`config.mk`:
```
export PLATFORM = sky130hd
export DESIGN_NAME = simd_ucmp_unit
export DESIGN_NICKNAME = d
export VERILOG_FILES = /design/src/rtl/simd_ucmp_pkg.sv /design/src/rtl/simd_ucmp_decode.sv /design/src/rtl/simd_ucmp_seg_tree.sv /design/src/rtl/simd_ucmp_mask_expand.sv /design/src/rtl/simd_ucmp_out_stage.sv /design/src/rtl/simd_ucmp_unit.sv
export SDC_FILE = /design/constraint.sdc
export NUM_CORES = 1
export LEC_CHECK = 0
export BUFFER_PORTS_ARGS = -buffer_cell sky130_fd_sc_hd__buf_2
export CORE_AREA = 2 2 153 155
export CTS_CLUSTER_SIZE = 40
export DETAILED_ROUTE_END_ITERATION = 7
export DIE_AREA = 0 0 155 157
export PLACE_DENSITY = 0.6
export SLEW_MARGIN = 30
export SYNTH_ARGS = -nofsm -noshare
export SYNTH_HDL_FRONTEND = slang
export SYNTH_SLANG_ARGS = --single-unit
export TNS_END_PERCENT = 50
```
`constraint.sdc`:
```
create_clock -name clk -period 1.8 [get_ports clk]
set_clock_uncertainty 0.15 [all_clocks]
set_input_delay 0.27 -clock clk [delete_from_list [all_inputs] [get_ports clk]]
set_output_delay 0.27 -clock clk [all_outputs]
set_load 0.02 [all_outputs]
```
`src/rtl/simd_ucmp_pkg.sv`:
```
package simd_ucmp_pkg;

  // Datapath geometry
  localparam int unsigned DATA_W   = 128;
  localparam int unsigned SEG_W    = 8;
  localparam int unsigned NSEG     = DATA_W / SEG_W;
  localparam int unsigned SIZE_W   = 2;
  localparam int unsigned LEVELS   = 1 << SIZE_W;
  localparam int unsigned HALF_SEG = NSEG / 2;

  // Lane size codes
  typedef enum logic [SIZE_W-1:0] {
    LSZ_8  = 2'd0,
    LSZ_16 = 2'd1,
    LSZ_32 = 2'd2,
    LSZ_64 = 2'd3
  } lane_size_e;

  // Decoded control for one operation
  typedef struct packed {
    logic               undef;
    logic [NSEG-1:0]    seg_active;
    lane_size_e         size;
  } op_ctrl_t;

endpackage

```
`src/rtl/simd_ucmp_decode.sv`:
```
module simd_ucmp_decode
  import simd_ucmp_pkg::*;
#(
  parameter int unsigned NUM_SEG = NSEG
) (
  input  logic [SIZE_W-1:0] size_i,
  input  logic              wide_i,
  input  logic              scalar_i,
  output logic              undef_o,
  output logic [NUM_SEG-1:0] seg_active_o,
  output lane_size_e        size_o
);

  localparam int unsigned LO_SEGS = NUM_SEG / 2;

  lane_size_e size_q;
  logic       full_width;
  logic       scalar_bad;
  logic       vector_bad;

  assign size_q = lane_size_e'(size_i);

  // Scalar forms accept only the 64-bit element
  assign scalar_bad = scalar_i && (size_q != LSZ_64);

  // Vector form: 64-bit lane on a 64-bit vector is reserved
  assign vector_bad = !scalar_i && (size_q == LSZ_64) && !wide_i;

  // Full 128-bit operation only for wide vectors
  assign full_width = !scalar_i && wide_i;

  always_comb begin
    for (int s = 0; s < int'(NUM_SEG); s++) begin
      if (s < int'(LO_SEGS)) begin
        seg_active_o[s] = 1'b1;
      end else begin
        seg_active_o[s] = full_width;
      end
    end
  end

  assign undef_o = scalar_bad || vector_bad;
  assign size_o  = size_q;

endmodule

```
`src/rtl/simd_ucmp_seg_tree.sv`:
```
module simd_ucmp_seg_tree
  import simd_ucmp_pkg::*;
#(
  parameter int unsigned WIDTH   = DATA_W,
  parameter int unsigned SEGW    = SEG_W,
  parameter int unsigned NLEVELS = LEVELS,
  localparam int unsigned NS     = WIDTH / SEGW
) (
  input  logic [WIDTH-1:0] opa_i,
  input  logic [WIDTH-1:0] opb_i,
  output logic [NS-1:0]    ge_lvl_o [NLEVELS]
);

  // gt/eq for the group of 2^k segments containing segment s
  logic [NS-1:0] gt_l [NLEVELS];
  logic [NS-1:0] eq_l [NLEVELS];

  genvar k, s;
  generate
    for (s = 0; s < NS; s++) begin : g_leaf
      logic [SEGW-1:0] sa;
      logic [SEGW-1:0] sb;
      assign sa = opa_i[s*SEGW +: SEGW];
      assign sb = opb_i[s*SEGW +: SEGW];
      assign gt_l[0][s] = (sa > sb);
      assign eq_l[0][s] = (sa == sb);
    end

    for (k = 1; k < NLEVELS; k++) begin : g_level
      localparam int unsigned HALF = 1 << (k - 1);
      for (s = 0; s < NS; s++) begin : g_seg
        localparam int unsigned BASE = (s >> k) << k;
        localparam int unsigned HI   = BASE + HALF;
        localparam int unsigned LO   = BASE;
        // Upper half decides unless it is equal
        assign gt_l[k][s] = gt_l[k-1][HI] | (eq_l[k-1][HI] & gt_l[k-1][LO]);
        assign eq_l[k][s] = eq_l[k-1][HI] & eq_l[k-1][LO];
      end
    end

    for (k = 0; k < NLEVELS; k++) begin : g_ge
      assign ge_lvl_o[k] = gt_l[k] | eq_l[k];
    end
  endgenerate

endmodule

```
`src/rtl/simd_ucmp_mask_expand.sv`:
```
module simd_ucmp_mask_expand
  import simd_ucmp_pkg::*;
#(
  parameter int unsigned WIDTH   = DATA_W,
  parameter int unsigned SEGW    = SEG_W,
  parameter int unsigned NLEVELS = LEVELS,
  localparam int unsigned NS     = WIDTH / SEGW
) (
  input  logic [NS-1:0]    ge_lvl_i [NLEVELS],
  input  op_ctrl_t         ctrl_i,
  output logic [WIDTH-1:0] result_o
);

  logic [NS-1:0] ge_sel;
  logic [NS-1:0] seg_on;

  always_comb begin
    ge_sel = '0;
    for (int k = 0; k < int'(NLEVELS); k++) begin
      if (int'(ctrl_i.size) == k) begin
        ge_sel = ge_lvl_i[k];
      end
    end
  end

  assign seg_on = ge_sel & ctrl_i.seg_active & {NS{!ctrl_i.undef}};

  genvar s;
  generate
    for (s = 0; s < NS; s++) begin : g_fill
      assign result_o[s*SEGW +: SEGW] = {SEGW{seg_on[s]}};
    end
  endgenerate

endmodule

```
`src/rtl/simd_ucmp_out_stage.sv`:
```
module simd_ucmp_out_stage #(
  parameter int unsigned WIDTH = 128
) (
  input  logic             clk,
  input  logic             rst_n,
  input  logic             up_valid_i,
  output logic             up_ready_o,
  input  logic [WIDTH-1:0] up_result_i,
  input  logic             up_undef_i,
  output logic             dn_valid_o,
  input  logic             dn_ready_i,
  output logic [WIDTH-1:0] dn_result_o,
  output logic             dn_undef_o
);

  logic load;

  assign up_ready_o = !dn_valid_o || dn_ready_i;
  assign load       = up_valid_i && up_ready_o;

  always_ff @(posedge clk or negedge rst_n) begin
    if (!rst_n) begin
      dn_valid_o  <= 1'b0;
      dn_result_o <= '0;
      dn_undef_o  <= 1'b0;
    end else if (load) begin
      dn_valid_o  <= 1'b1;
      dn_result_o <= up_result_i;
      dn_undef_o  <= up_undef_i;
    end else if (dn_ready_i) begin
      dn_valid_o  <= 1'b0;
    end
  end

endmodule

```
`src/rtl/simd_ucmp_unit.sv`:
```
module simd_ucmp_unit
  import simd_ucmp_pkg::*;
(
  input  logic              clk,
  input  logic              rst_n,
  input  logic              in_valid,
  output logic              in_ready,
  input  logic [DATA_W-1:0] in_opa,
  input  logic [DATA_W-1:0] in_opb,
  input  logic [SIZE_W-1:0] in_size,
  input  logic              in_wide,
  input  logic              in_scalar,
  output logic              out_valid,
  input  logic              out_ready,
  output logic [DATA_W-1:0] out_result,
  output logic              out_undef
);

  op_ctrl_t          ctrl;
  logic [NSEG-1:0]   ge_lvl [LEVELS];
  logic [DATA_W-1:0] mask_comb;

  simd_ucmp_decode #(
    .NUM_SEG (NSEG)
  ) decode_i (
    .size_i       (in_size),
    .wide_i       (in_wide),
    .scalar_i     (in_scalar),
    .undef_o      (ctrl.undef),
    .seg_active_o (ctrl.seg_active),
    .size_o       (ctrl.size)
  );

  simd_ucmp_seg_tree #(
    .WIDTH   (DATA_W),
    .SEGW    (SEG_W),
    .NLEVELS (LEVELS)
  ) tree_i (
    .opa_i    (in_opa),
    .opb_i    (in_opb),
    .ge_lvl_o (ge_lvl)
  );

  simd_ucmp_mask_expand #(
    .WIDTH   (DATA_W),
    .SEGW    (SEG_W),
    .NLEVELS (LEVELS)
  ) expand_i (
    .ge_lvl_i (ge_lvl),
    .ctrl_i   (ctrl),
    .result_o (mask_comb)
  );

  simd_ucmp_out_stage #(
    .WIDTH (DATA_W)
  ) stage_i (
    .clk         (clk),
    .rst_n       (rst_n),
    .up_valid_i  (in_valid),
    .up_ready_o  (in_ready),
    .up_result_i (mask_comb),
    .up_undef_i  (ctrl.undef),
    .dn_valid_o  (out_valid),
    .dn_ready_i  (out_ready),
    .dn_result_o (out_result),
    .dn_undef_o  (out_undef)
  );

endmodule

```
==> summary.md <==
| Metric | Value |
|---|---|
| Horiz. Die Dim | 155 um |
| Total CTS buffers | 3 |
| Final GP Congestion | 0.853 |
| Fin crit period | 2.23 ns |
| Final period utilization | 124% |
| Asr flop ratio synth | 100% |
| #FFs+latches synth | 18 |
| Worst vdd ir | 0.000175 V |
| Worst hold path class | in2reg |
| Iteration-0 DRC count of the detailed router | 195 |
| Slew headroom | 68.4% |
| Violated checks | setup timing |
| CP startpoint kind | input port |
| Final setup fails | 16 |
| DR vias/cell | 4.45 |
| Latest clock arrival within the worst-skew pair | 0.25 ns |
| Share of layout cells above drive strength 1 | 52.1% |
| Synthesized area | 5310 um^2 |
| ANT nets after route | 0 |
| Total track usage | 14.0% |
| Pleak | 4.65 nW |
| Fmax | 449 MHz |
| Pins Over Slew Limit | 0 |
| Pwr per Cell Area | 431 nW/um^2 |
| Reg power frac | 17.0% |
| Largest net degree at the start of global routing | 19 |
| Post-Place Cell Area | 7440 um^2 |
| Clock sinks | 18 |
| Final Hold Vio Count | 0 |
| Clk root buf | clkbuf_16 |
| Crit. End Element | register |
| Clock slew at reported path FFs | 0.05 ns |
| Initial Util | 23.6% |
| Nets | 1,433 |
| Simple-Gate Fraction of Synth Area | 15.4% |
| Die ar. | 24,300 um^2 |
| Post-synthesis sequential area ratio | 8.48% |
| Xor and xnor area share after synthesis | 0% |
| Initial antenna violation count | 3 |
| Core ar. | 22,500 um^2 |
| WP data arrival | 2.21 ns |
| First-pass GRT wire length | 27,300 um |
| Final global-route overflow total | 0 |
| Synthesized area per cell | 7.68 um^2 |
| Max-cap violations | 0 |
| Area Growth Syn to Fin | 49.7% |
| Clock Tree Buf Depth | 2 |
| WP data required | 1.78 ns |
| Largest family of logic cells by synthesized area | adder cells |
| Rows | 55 |
| Hpwl dp | 16,800 um |
| I/O pins | 395 |
| Yosys warns | 0 |
| Gate Count Post-Synth | 692 |
| Port buffer count | 394 |
| Post-synth EDFFs | 0 |
| Post-route setup slack | -0.428 ns |
| Wire per inst | 13.8 um |
| Drt drc | 0 |
| Comb power frac | 68.7% |
| Crit path kind | in2reg |
| Design Area, Final | 7960 um^2 |
| Power Total | 3.43 mW |
| Synth Area in Compound Gates | 19.8% |
| Ys flop type | dfrtp_1 |
| Worst-Margin Slew | 0.473 ns |
| Final WL | 18,300 um |
| H-Tree Depth | 1 |
| Post-Syn Nets | 1,084 |
| Adder-Cell Fraction of Synth Area | 30.1% |
| Die height | 157 um |
| DR vias | 5,904 |
| TritonCTS clock tree | done |
| Power share of the clock group | 14.3% |
| DR pass1 iterations | 4 |
| RSZ-0062 raised after global routing | true |
| Switch Pwr | 1.60 mW |
| Crit path max fanout | 7 |
| Distinct cells, synth | 59 |
| Multiplexer share of the synthesized area | 0% |
| Most frequent cells in the layout | 382 x buf_2, 116 x inv_1, 107 x ha_1 |
| Status | finished with violations |
| Vias in the first global route | 5,544 |
| Commonest non-fill, non-tap cell in the layout | buf_2 |
| Int Pwr | 1.84 mW |
| Setup TNS | -5.80 ns |
| Switching Share | 46.5% |
cells by family (layout without fill, tap and decap cells):
group / after synthesis / in the layout
other: 0 / 2
AOI/OAI and AO/OA: 147 / 147
DFF: 18 / 18
adders and majority gates: 128 / 128
and+or+nand+nor: 148 / 148
buffers and inverters: 251 / 599
stage by stage:
stage	std cells	hold WS, ns	worst slack [ns]	utilization, %
detailed placement	1318	0.0784	-0.797	33.1
finish	1327	0.130	-0.428	35.4
global placement	1318	0.0771	-0.770	33.1
floorplan	692	-0.176	-0.438	-
global route	1325	0.131	-0.496	35.3
CTS	1324	0.125	-0.441	34.3
what timing repair did:
item	CTS	global route
gates resized for setup	33	38
hold buffers	1	0
setup buffers	1	1
pin swaps	20	25
hold endpoints to repair	18	0
endpoints found under the setup margin	16	16
flip-flops by register name (all words and copies together), names as in the netlist:
register / cells
stage_i.dn_undef_o: 1
stage_i.dn_result_o: 16
stage_i.dn_valid_o: 1
worst paths after layout:
path                                     from                       end  slack, ns  cells after the start
max                                in_opb[75]  stage_i.dn_result_o[119]      -0.43                     10
min                                  in_valid        stage_i.dn_valid_o       0.13                      2
max reg2reg                stage_i.dn_valid_o  stage_i.dn_result_o[120]       0.06                      6
min reg2reg                stage_i.dn_undef_o        stage_i.dn_undef_o       0.39                      2
max in group asynchronous               rst_n        stage_i.dn_valid_o       0.82                      2
min in group asynchronous               rst_n  stage_i.dn_result_o[103]       0.38                      2
area by class of cell:
cell class	instances	area, um^2
Antenna cell	2	5.00
Inverter	135	549
Clock buffer	4	88.8
Fill cell	2343	14500
Sequential cell	18	450
Timing Repair Buffer	460	2560
Multi-Input combinational cell	423	3940
Tap cell	285	357
power by group through the flow:
stage	registers, mW	clock network, mW	logic (mW)
after floorplan	0.618	0	1.63
after global placement	0.596	0	2.22
after detailed placement	0.602	0	2.24
after CTS	0.594	0.499	2.30
after global routing	0.604	0.522	2.60
final	0.585	0.489	2.36
synth_stat cells, drive strengths merged (2+ instances only):
master | instances | area (um^2)
buf | 112 | 841
a21oi | 42 | 210
and3 | 13 | 88.8
o211ai | 7 | 52.6
or3 | 2 | 13.8
nand2 | 29 | 111
ha | 128 | 1600
nor2 | 27 | 101
dfrtp | 18 | 450
nand2b | 7 | 43.8
nor3 | 6 | 30.0
a32o | 10 | 100
and2 | 2 | 12.5
a211oi | 12 | 100
a31oi | 4 | 40.0
or2 | 2 | 12.5
inv | 133 | 499
clkbuf | 4 | 45.0
o31ai | 3 | 36.3
a221o | 9 | 90.1
a21o | 12 | 91.3
o21ai | 24 | 120
nand3 | 12 | 65.1
a22o | 5 | 43.8
o221ai | 3 | 26.3
o311ai | 2 | 17.5
nor2b | 12 | 75.1
o21a | 2 | 15.0
and4 | 6 | 52.6
clkinv | 2 | 7.51
nand4 | 20 | 125
nor4 | 6 | 52.6
a221oi | 2 | 23.8
critical path, stage by stage:
cell and delay, ns:
buf_2 0.10, inv_2 0.05, ha_4 0.19, and4_1 0.22, or3_4 0.35, o221ai_4 0.21
a21oi_4 0.11, a32oi_2 0.25, a31oi_4 0.17, a32o_1 0.28
metal layers:
| metal | global-route usage, % | share of wire [%] | up-vias |
|---|---|---|---|
| met4 | 2.29 | 0.81 | 2 |
| met1 | 17.3 | 43 | 2661 |
| li1 | - | - | 3011 |
| met5 | 0 | 0.071 | - |
| met2 | 25.7 | 50 | 219 |
| met3 | 2.42 | 6.0 | 11 |
Note: power is estimated with default switching activity, not from simulation.
